$ cat config.mk
export PLATFORM = sky130hd
export DESIGN_NAME = cpu16_core
export DESIGN_NICKNAME = d
export VERILOG_FILES = /design/src/rtl/cpu16_pkg.sv /design/src/rtl/cpu16_regfile.sv /design/src/rtl/cpu16_alu.sv /design/src/rtl/cpu16_flags.sv /design/src/rtl/cpu16_core.sv
export SDC_FILE = /design/constraint.sdc
export NUM_CORES = 1
export LEC_CHECK = 0
export ABC_CLOCK_PERIOD_IN_PS = 4250
export BUFFER_PORTS_ARGS = -buffer_cell sky130_fd_sc_hd__buf_2
export CORE_ASPECT_RATIO = 0.8
export CORE_MARGIN = 2
export CORE_UTILIZATION = 55
export DETAILED_ROUTE_END_ITERATION = 10
export PLACE_DENSITY = 0.73
export SLEW_MARGIN = 20
export SYNTH_ARGS = -nofsm -noshare
export SYNTH_HDL_FRONTEND = slang
export SYNTH_SLANG_ARGS = --single-unit
$ cat constraint.sdc
create_clock -name clk -period 4.25 [get_ports clk]
set_input_delay 0.2125 -clock clk [delete_from_list [all_inputs] [get_ports clk]]
set_output_delay 0.2125 -clock clk [all_outputs]
set_load 0.01 [all_outputs]
$ cat src/rtl/cpu16_pkg.sv
package cpu16_pkg;

    localparam int unsigned WORD_W = 16;
    typedef logic [WORD_W-1:0] word_t;

    // opcode values, taken from instruction bits [15:12]
    localparam logic [3:0] OPC_BR  = 4'b0000;
    localparam logic [3:0] OPC_ADD = 4'b0001;
    localparam logic [3:0] OPC_LD  = 4'b0010;
    localparam logic [3:0] OPC_ST  = 4'b0011;
    localparam logic [3:0] OPC_AND = 4'b0101;
    localparam logic [3:0] OPC_LDR = 4'b0110;
    localparam logic [3:0] OPC_STR = 4'b0111;
    localparam logic [3:0] OPC_NOT = 4'b1001;
    localparam logic [3:0] OPC_LDI = 4'b1010;
    localparam logic [3:0] OPC_STI = 4'b1011;
    localparam logic [3:0] OPC_JMP = 4'b1100;
    localparam logic [3:0] OPC_LEA = 4'b1110;

    typedef enum logic [3:0] {
        ST_FETCH_MAR,
        ST_FETCH_RD,
        ST_FETCH_IR,
        ST_DECODE,
        ST_ADDR,
        ST_MEM_RD,
        ST_PTR,
        ST_ST_DATA,
        ST_MEM_WR,
        ST_EXEC,
        ST_WRITEBACK,
        ST_BRANCH,
        ST_JUMP,
        ST_HALT
    } state_e;

    typedef enum logic [1:0] {
        ALU_ADD,
        ALU_AND,
        ALU_NOT,
        ALU_PASS
    } alu_op_e;

    typedef struct packed {
        logic n;
        logic z;
        logic p;
    } cc_t;

    typedef struct packed {
        logic [3:0] opc;
        logic [2:0] dst;     // destination or store source, also n/z/p mask
        logic [2:0] src1;    // first source or base register
        logic       imm_sel; // bit 5 selects the immediate operand
        logic [4:0] imm5;
        logic [2:0] src2;
        logic [5:0] off6;
        logic [8:0] off9;
    } instr_t;

    function automatic instr_t split_instr(word_t w);
        instr_t d;
        d.opc     = w[15:12];
        d.dst     = w[11:9];
        d.src1    = w[8:6];
        d.imm_sel = w[5];
        d.imm5    = w[4:0];
        d.src2    = w[2:0];
        d.off6    = w[5:0];
        d.off9    = w[8:0];
        return d;
    endfunction

    function automatic word_t sx5(logic [4:0] v);
        return {{(WORD_W-5){v[4]}}, v};
    endfunction

    function automatic word_t sx6(logic [5:0] v);
        return {{(WORD_W-6){v[5]}}, v};
    endfunction

    function automatic word_t sx9(logic [8:0] v);
        return {{(WORD_W-9){v[8]}}, v};
    endfunction

    function automatic logic is_load(logic [3:0] opc);
        return (opc == OPC_LD) || (opc == OPC_LDR) || (opc == OPC_LDI);
    endfunction

    function automatic logic is_store(logic [3:0] opc);
        return (opc == OPC_ST) || (opc == OPC_STR) || (opc == OPC_STI);
    endfunction

    function automatic logic is_indirect(logic [3:0] opc);
        return (opc == OPC_LDI) || (opc == OPC_STI);
    endfunction

endpackage

$ cat src/rtl/cpu16_regfile.sv
module cpu16_regfile #(
    parameter int W  = 16,
    parameter int AW = 3
) (
    input  logic          clk,
    input  logic          rst,
    input  logic [AW-1:0] ra_addr,
    output logic [W-1:0]  ra_data,
    input  logic [AW-1:0] rb_addr,
    output logic [W-1:0]  rb_data,
    input  logic          wr_en,
    input  logic [AW-1:0] wr_addr,
    input  logic [W-1:0]  wr_data
);
    localparam int N = 1 << AW;

    logic [W-1:0] regs [N];
    logic [N-1:0] wsel;

    // one-hot write select per register
    for (genvar i = 0; i < N; i++) begin : g_wsel
        assign wsel[i] = wr_en && (wr_addr == AW'(i));
    end

    always_ff @(posedge clk) begin
        for (int i = 0; i < N; i++) begin
            if (rst) begin
                regs[i] <= '0;
            end else if (wsel[i]) begin
                regs[i] <= wr_data;
            end
        end
    end

    assign ra_data = regs[ra_addr];
    assign rb_data = regs[rb_addr];

endmodule

$ cat src/rtl/cpu16_alu.sv
module cpu16_alu
    import cpu16_pkg::*;
#(
    parameter int W = 16
) (
    input  alu_op_e      op,
    input  logic [W-1:0] a,
    input  logic [W-1:0] b,
    output logic [W-1:0] y
);
    always_comb begin
        unique case (op)
            ALU_ADD: y = a + b;
            ALU_AND: y = a & b;
            ALU_NOT: y = ~a;
            default: y = a;
        endcase
    end
endmodule

$ cat src/rtl/cpu16_flags.sv
module cpu16_flags
    import cpu16_pkg::*;
#(
    parameter int W = 16
) (
    input  logic         clk,
    input  logic         rst,
    input  logic         upd,
    input  logic [W-1:0] value,
    output cc_t          cc
);
    cc_t cc_d;

    always_comb begin
        cc_d.n = value[W-1];
        cc_d.z = (value == '0);
        cc_d.p = !value[W-1] && (value != '0);
    end

    always_ff @(posedge clk) begin
        if (rst) begin
            cc <= '{n: 1'b0, z: 1'b1, p: 1'b0};
        end else if (upd) begin
            cc <= cc_d;
        end
    end
endmodule

$ cat src/rtl/cpu16_core.sv
module cpu16_core
    import cpu16_pkg::*;
#(
    parameter logic [15:0] RESET_PC = 16'h3000,
    parameter int          REG_AW   = 3
) (
    input  logic        clk,
    input  logic        rst,
    output logic        mem_req,
    output logic        mem_we,
    output logic [15:0] mem_addr,
    output logic [15:0] mem_wdata,
    input  logic [15:0] mem_rdata,
    input  logic        mem_ready,
    output logic        halted
);
    state_e state_q;
    word_t  pc_q, ir_q, mar_q, mdr_q, temp_q;
    logic   ptr_done_q;

    instr_t  dec;
    word_t   rf_a, rf_b, alu_b, alu_y, ea;
    alu_op_e alu_op;
    logic    rf_we;
    word_t   rf_wdata;
    cc_t     cc;
    logic    take_br;
    logic [REG_AW-1:0] rb_sel;

    assign dec = split_instr(ir_q);

    // store sources come from the destination field, operate sources from [2:0]
    assign rb_sel = is_store(dec.opc) ? dec.dst[REG_AW-1:0] : dec.src2[REG_AW-1:0];

    cpu16_regfile #(.W(WORD_W), .AW(REG_AW)) u_rf (
        .clk     (clk),
        .rst     (rst),
        .ra_addr (dec.src1[REG_AW-1:0]),
        .ra_data (rf_a),
        .rb_addr (rb_sel),
        .rb_data (rf_b),
        .wr_en   (rf_we),
        .wr_addr (dec.dst[REG_AW-1:0]),
        .wr_data (rf_wdata)
    );

    always_comb begin
        unique case (dec.opc)
            OPC_ADD: alu_op = ALU_ADD;
            OPC_AND: alu_op = ALU_AND;
            OPC_NOT: alu_op = ALU_NOT;
            default: alu_op = ALU_PASS;
        endcase
    end

    assign alu_b = dec.imm_sel ? sx5(dec.imm5) : rf_b;

    cpu16_alu #(.W(WORD_W)) u_alu (
        .op (alu_op),
        .a  (rf_a),
        .b  (alu_b),
        .y  (alu_y)
    );

    // effective address: base+offset for LDR/STR, PC-relative otherwise
    always_comb begin
        if ((dec.opc == OPC_LDR) || (dec.opc == OPC_STR)) begin
            ea = rf_a + sx6(dec.off6);
        end else begin
            ea = pc_q + sx9(dec.off9);
        end
    end

    // destination write happens only in the write-back state
    assign rf_we    = (state_q == ST_WRITEBACK);
    assign rf_wdata = is_load(dec.opc) ? mdr_q : temp_q;

    cpu16_flags #(.W(WORD_W)) u_cc (
        .clk   (clk),
        .rst   (rst),
        .upd   (rf_we),
        .value (rf_wdata),
        .cc    (cc)
    );

    assign take_br = (dec.dst[2] && cc.n) || (dec.dst[1] && cc.z) || (dec.dst[0] && cc.p);

    always_ff @(posedge clk) begin
        if (rst) begin
            state_q    <= ST_FETCH_MAR;
            pc_q       <= RESET_PC;
            ir_q       <= '0;
            mar_q      <= '0;
            mdr_q      <= '0;
            temp_q     <= '0;
            ptr_done_q <= 1'b0;
        end else begin
            unique case (state_q)
                ST_FETCH_MAR: begin
                    mar_q      <= pc_q;
                    pc_q       <= pc_q + 16'd1;
                    ptr_done_q <= 1'b0;
                    state_q    <= ST_FETCH_RD;
                end
                ST_FETCH_RD: begin
                    if (mem_ready) begin
                        mdr_q   <= mem_rdata;
                        state_q <= ST_FETCH_IR;
                    end
                end
                ST_FETCH_IR: begin
                    ir_q    <= mdr_q;
                    state_q <= ST_DECODE;
                end
                ST_DECODE: begin
                    unique case (dec.opc)
                        OPC_ADD, OPC_AND, OPC_NOT:            state_q <= ST_EXEC;
                        OPC_LD, OPC_ST, OPC_LDR, OPC_STR,
                        OPC_LDI, OPC_STI, OPC_LEA:            state_q <= ST_ADDR;
                        OPC_BR:                               state_q <= ST_BRANCH;
                        OPC_JMP:                              state_q <= ST_JUMP;
                        default:                              state_q <= ST_HALT;
                    endcase
                end
                ST_ADDR: begin
                    if (dec.opc == OPC_LEA) begin
                        temp_q  <= ea;
                        state_q <= ST_WRITEBACK;
                    end else begin
                        mar_q <= ea;
                        if ((dec.opc == OPC_ST) || (dec.opc == OPC_STR)) begin
                            state_q <= ST_ST_DATA;
                        end else begin
                            state_q <= ST_MEM_RD;
                        end
                    end
                end
                ST_MEM_RD: begin
                    if (mem_ready) begin
                        mdr_q <= mem_rdata;
                        if (is_indirect(dec.opc) && !ptr_done_q) begin
                            state_q <= ST_PTR;
                        end else begin
                            state_q <= ST_WRITEBACK;
                        end
                    end
                end
                ST_PTR: begin
                    mar_q      <= mdr_q;
                    ptr_done_q <= 1'b1;
                    state_q    <= (dec.opc == OPC_STI) ? ST_ST_DATA : ST_MEM_RD;
                end
                ST_ST_DATA: begin
                    mdr_q   <= rf_b;
                    state_q <= ST_MEM_WR;
                end
                ST_MEM_WR: begin
                    if (mem_ready) begin
                        state_q <= ST_FETCH_MAR;
                    end
                end
                ST_EXEC: begin
                    temp_q  <= alu_y;
                    state_q <= ST_WRITEBACK;
                end
                ST_WRITEBACK: begin
                    state_q <= ST_FETCH_MAR;
                end
                ST_BRANCH: begin
                    if (take_br) begin
                        pc_q <= pc_q + sx9(dec.off9);
                    end
                    state_q <= ST_FETCH_MAR;
                end
                ST_JUMP: begin
                    pc_q    <= rf_a;
                    state_q <= ST_FETCH_MAR;
                end
                default: begin
                    state_q <= ST_HALT;
                end
            endcase
        end
    end

    assign mem_req   = (state_q == ST_FETCH_RD) || (state_q == ST_MEM_RD) || (state_q == ST_MEM_WR);
    assign mem_we    = (state_q == ST_MEM_WR);
    assign mem_addr  = mar_q;
    assign mem_wdata = mdr_q;
    assign halted    = (state_q == ST_HALT);

endmodule

==> qor.yml <==
floorplan:
  die_h_um: 147
  dieArea_um2: 26900
  ioPinCount: 54
  die_w_um: 183
  rows: 52
  core_um2: 25200
  initial_core_util_pct: 55.8
synth:
  yosysSeqAreaShare_pct: 40.9
  ys_seq_elements: 223
  syn_nets: 1495
  syn_area_per_cell_um2: 9.86
  synth_edf_count: 128
  yosys_warnings: 0
  async_flop_share_pct: 0
  synth_flop_cell: "edfxtp_1"
  yosysUniqueCellTypes: 70
  netlist_area_um2: 14100
  synthCells: 1426
pwr:
  cellLeakagePower_nw: 6.10
  power_mw: 7.04
  p_per_area_nw_per_um2: 446
  ir_worst_vdd_mv: 0.395
finish:
  final_util_pct: 62.7
  drive_gt1_share_pct: 16.8
  final_common_cell: "nor2_1"
  final_area_um2: 15800
  area_growth_pct: 12.4
  final_cell_count_no_fill: 1820
  final.fill_count: 2062
  finalNetCount: 1546
  mostFrequentLayoutCells: "nor2_1 (234), edfxtp_1 (128), nand2_1 (125), a21oi_1 (94), dfxtp_1 (94)"
worst_setup_path:
  critPathArrivalTime_ns: 4.74
  r2r_start: "ir_q[15]$_SDFFE_PP0P_"
  rr_worst_depth: 17
  reg2reg_setup_slack_ns: -0.05
  worst-path-max-fanout: 5
  critPathRequiredTime_ns: 4.68
  critPathLaunchType: "flip-flop"
  end_kind: "flip-flop"
  r2r_end: "temp_q[13]$_SDFFE_PP0P_"
  setup.worst_path.class: "reg -> reg"
clock_tree:
  cts_hold_buf: 0
  cts_buffers: 24
  h-tree-depth: 1
  clk-insertion-delay-late_ns: 0.53
  cts_sinks: 223
  cts_tree: "yes"
  path_clk_slew_ns: 0.07
  root_buffer: "clkbuf_16"
  max-clock-path-buffers: 3
place:
  dp.cells: 1769
  hpwlAfterDp_um: 30400
  placed_area_um2: 14800
  portBuffers: 53
  gp_congestion: 0.943
timing:
  setup_viol: 2
  fin_ws_ns: -0.0514
  finalMaxSlewViolations: 0
  post-route-period-util_pct: 101
  slew-limit-headroom_pct: 29.1
  finalHoldViolCount: 0
  worst_slew_pin_slew_ns: 1.06
  max_freq_mhz: 232
  min_period_ns: 4.30
  finClkSkew_ns: 0.0130
  finalSetupTns_ns: -0.0526
global_route:
  grt_pass1_wl_um: 66500
  grt_max_degree: 70
  grt_pass1_vias: 11600
  grt.total_usage_pct: 32.2
  grt_remaining_overflow: 0
  antenna_found_initial: 1
detailed_routing:
  num_vias: 12200
  antenna_left: 0
  drtIter0Drc: 1684
  drc: 0
  firstDrtPassIters: 6
  via_per_inst: 6.73
  wl_per_cell_um: 24.0
  wl_um: 43600
min_path:
  hold_class: "in -> reg"
  holdCritStartpoint: "mem_ready"
  min_path_cells: 3
  hold_end: "state_q[0]$_SDFFE_PP0P_"
run_status:
  status: "finished with violations"
  violations: "setup timing"
run:
  cap_viol_max_count: 0
## critical path, cell delays in order (launching register included)
cell	delay, ns
dfxtp_1	0.32
nand2_1	0.08
and3_2	0.24
mux2i_4	0.24
buf_4	0.19
clkbuf_16	0.17
mux4_2	0.48
mux2i_1	0.35
a21oi_1	0.16
ha_1	0.38
o21ai_0	0.30
o21bai_1	0.18
a21oi_2	0.24
a21oi_2	0.13
a31oi_1	0.25
xnor2_1	0.14
a21oi_1	0.08
nor4_1	0.30
## worst max path at each step
stage / from / slack (ns) / depth (start not counted) / endpoint
detailed placement: ir_q[15]$_SDFFE_PP0P_ / 0.03 / 17 / temp_q[13]$_SDFFE_PP0P_
finish: ir_q[15]$_SDFFE_PP0P_ / -0.05 / 17 / temp_q[13]$_SDFFE_PP0P_
global route: ir_q[15]$_SDFFE_PP0P_ / -0.20 / 17 / temp_q[13]$_SDFFE_PP0P_
CTS: ir_q[15]$_SDFFE_PP0P_ / 0.04 / 16 / temp_q[13]$_SDFFE_PP0P_
global placement: ir_q[15]$_SDFFE_PP0P_ / 0.16 / 17 / temp_q[13]$_SDFFE_PP0P_
floorplan: ir_q[12]$_SDFFE_PP0P_ / 0.14 / 18 / temp_q[12]$_SDFFE_PP0P_
## what timing repair did
item,in CTS,in global routing
setup buffers,1,3
gates resized for setup,0,17
gates cloned,0,2
endpoints found under the setup margin,1,8
pin swaps,0,3
hold endpoints to repair,0,0
## Yosys cell counts, types with 12 or more instances
library cell / number / area share (%)
nand3_1: 27 / 0.96
inv_1: 28 / 0.75
nor2b_1: 24 / 1.1
mux4_1: 12 / 2.2
clkbuf_1: 61 / 1.6
nor2_1: 235 / 6.3
nand2b_1: 13 / 0.58
a221oi_1: 12 / 0.75
xor2_1: 16 / 1.0
a21oi_1: 97 / 3.5
a22oi_1: 14 / 0.75
o21ai_0: 55 / 2.0
xnor2_1: 26 / 1.6
mux4_2: 52 / 8.3
nor3_1: 34 / 1.2
edfxtp_1: 128 / 27
nand2_1: 125 / 3.3
dfxtp_1: 95 / 14
ha_1: 47 / 4.2
a211oi_1: 57 / 3.0
mux2i_1: 50 / 3.6
a21o_1: 25 / 1.3
## logic make-up (layout without fill, tap and decap cells)
kind of cell	Yosys count	count (layout)	synth area share, %
and+or+nand+nor	509	509	15.9
AOI/OAI and AO/OA	356	356	16.8
DFF	223	223	40.9
muxes	129	129	15.5
buffers and inverters	117	186	3.71
adders and majority gates	50	50	4.61
xor gates and xnor gates	42	42	2.62
other	0	1	0
## registers in the layout, summed over array words and instances, names as in the netlist, named ones only
signal      flops
ptr_done_q      1
u_rf.regs     128
temp_q         16
state_q         4
mem_wdata      16
ir_q           16
mem_addr       16
pc_q           16
u_cc.cc         3
## cell type report
cell class | count | area (um2) | area share [%]
multi-input cells | 1086 | 7890 | 49.9
clock buffers | 32 | 724 | 4.59
well taps | 324 | 405 | 2.57
flip-flops and latches | 223 | 5750 | 36.4
repair buffers | 114 | 806 | 5.10
clock inverters | 12 | 118 | 0.745
inverters | 28 | 105 | 0.665
diodes | 1 | 2.50 | 0.0158
## routing by layer
metal | GRT usage, % | part of all wire [%] | vias up
met3 | 7.06 | 11 | 102
met2 | 49.2 | 44 | 760
met4 | 7.90 | 2.7 | 0
li1 | - | - | 5483
met5 | 0 | 0 | -
met1 | 47.1 | 42 | 5900
## through the flow
stage                     setup slack (ns)  hold WS, ns
after floorplan                      0.140        0.312
after global placement               0.163        0.443
after detailed placement            0.0271        0.450
after CTS                           0.0428      0.00794
after global routing                -0.204       0.0425
final                              -0.0514       0.0199
## report_power, final
| group | internal (mW) | leakage, nW | switching [mW] | total [mW] |
|---|---|---|---|---|
| clock network | 1.32 | 0.415 | 0.910 | 2.23 |
| logic | 0.798 | 3.59 | 1.24 | 2.04 |
| registers | 2.49 | 2.09 | 0.284 | 2.77 |
(Power assumes the default switching activity.)
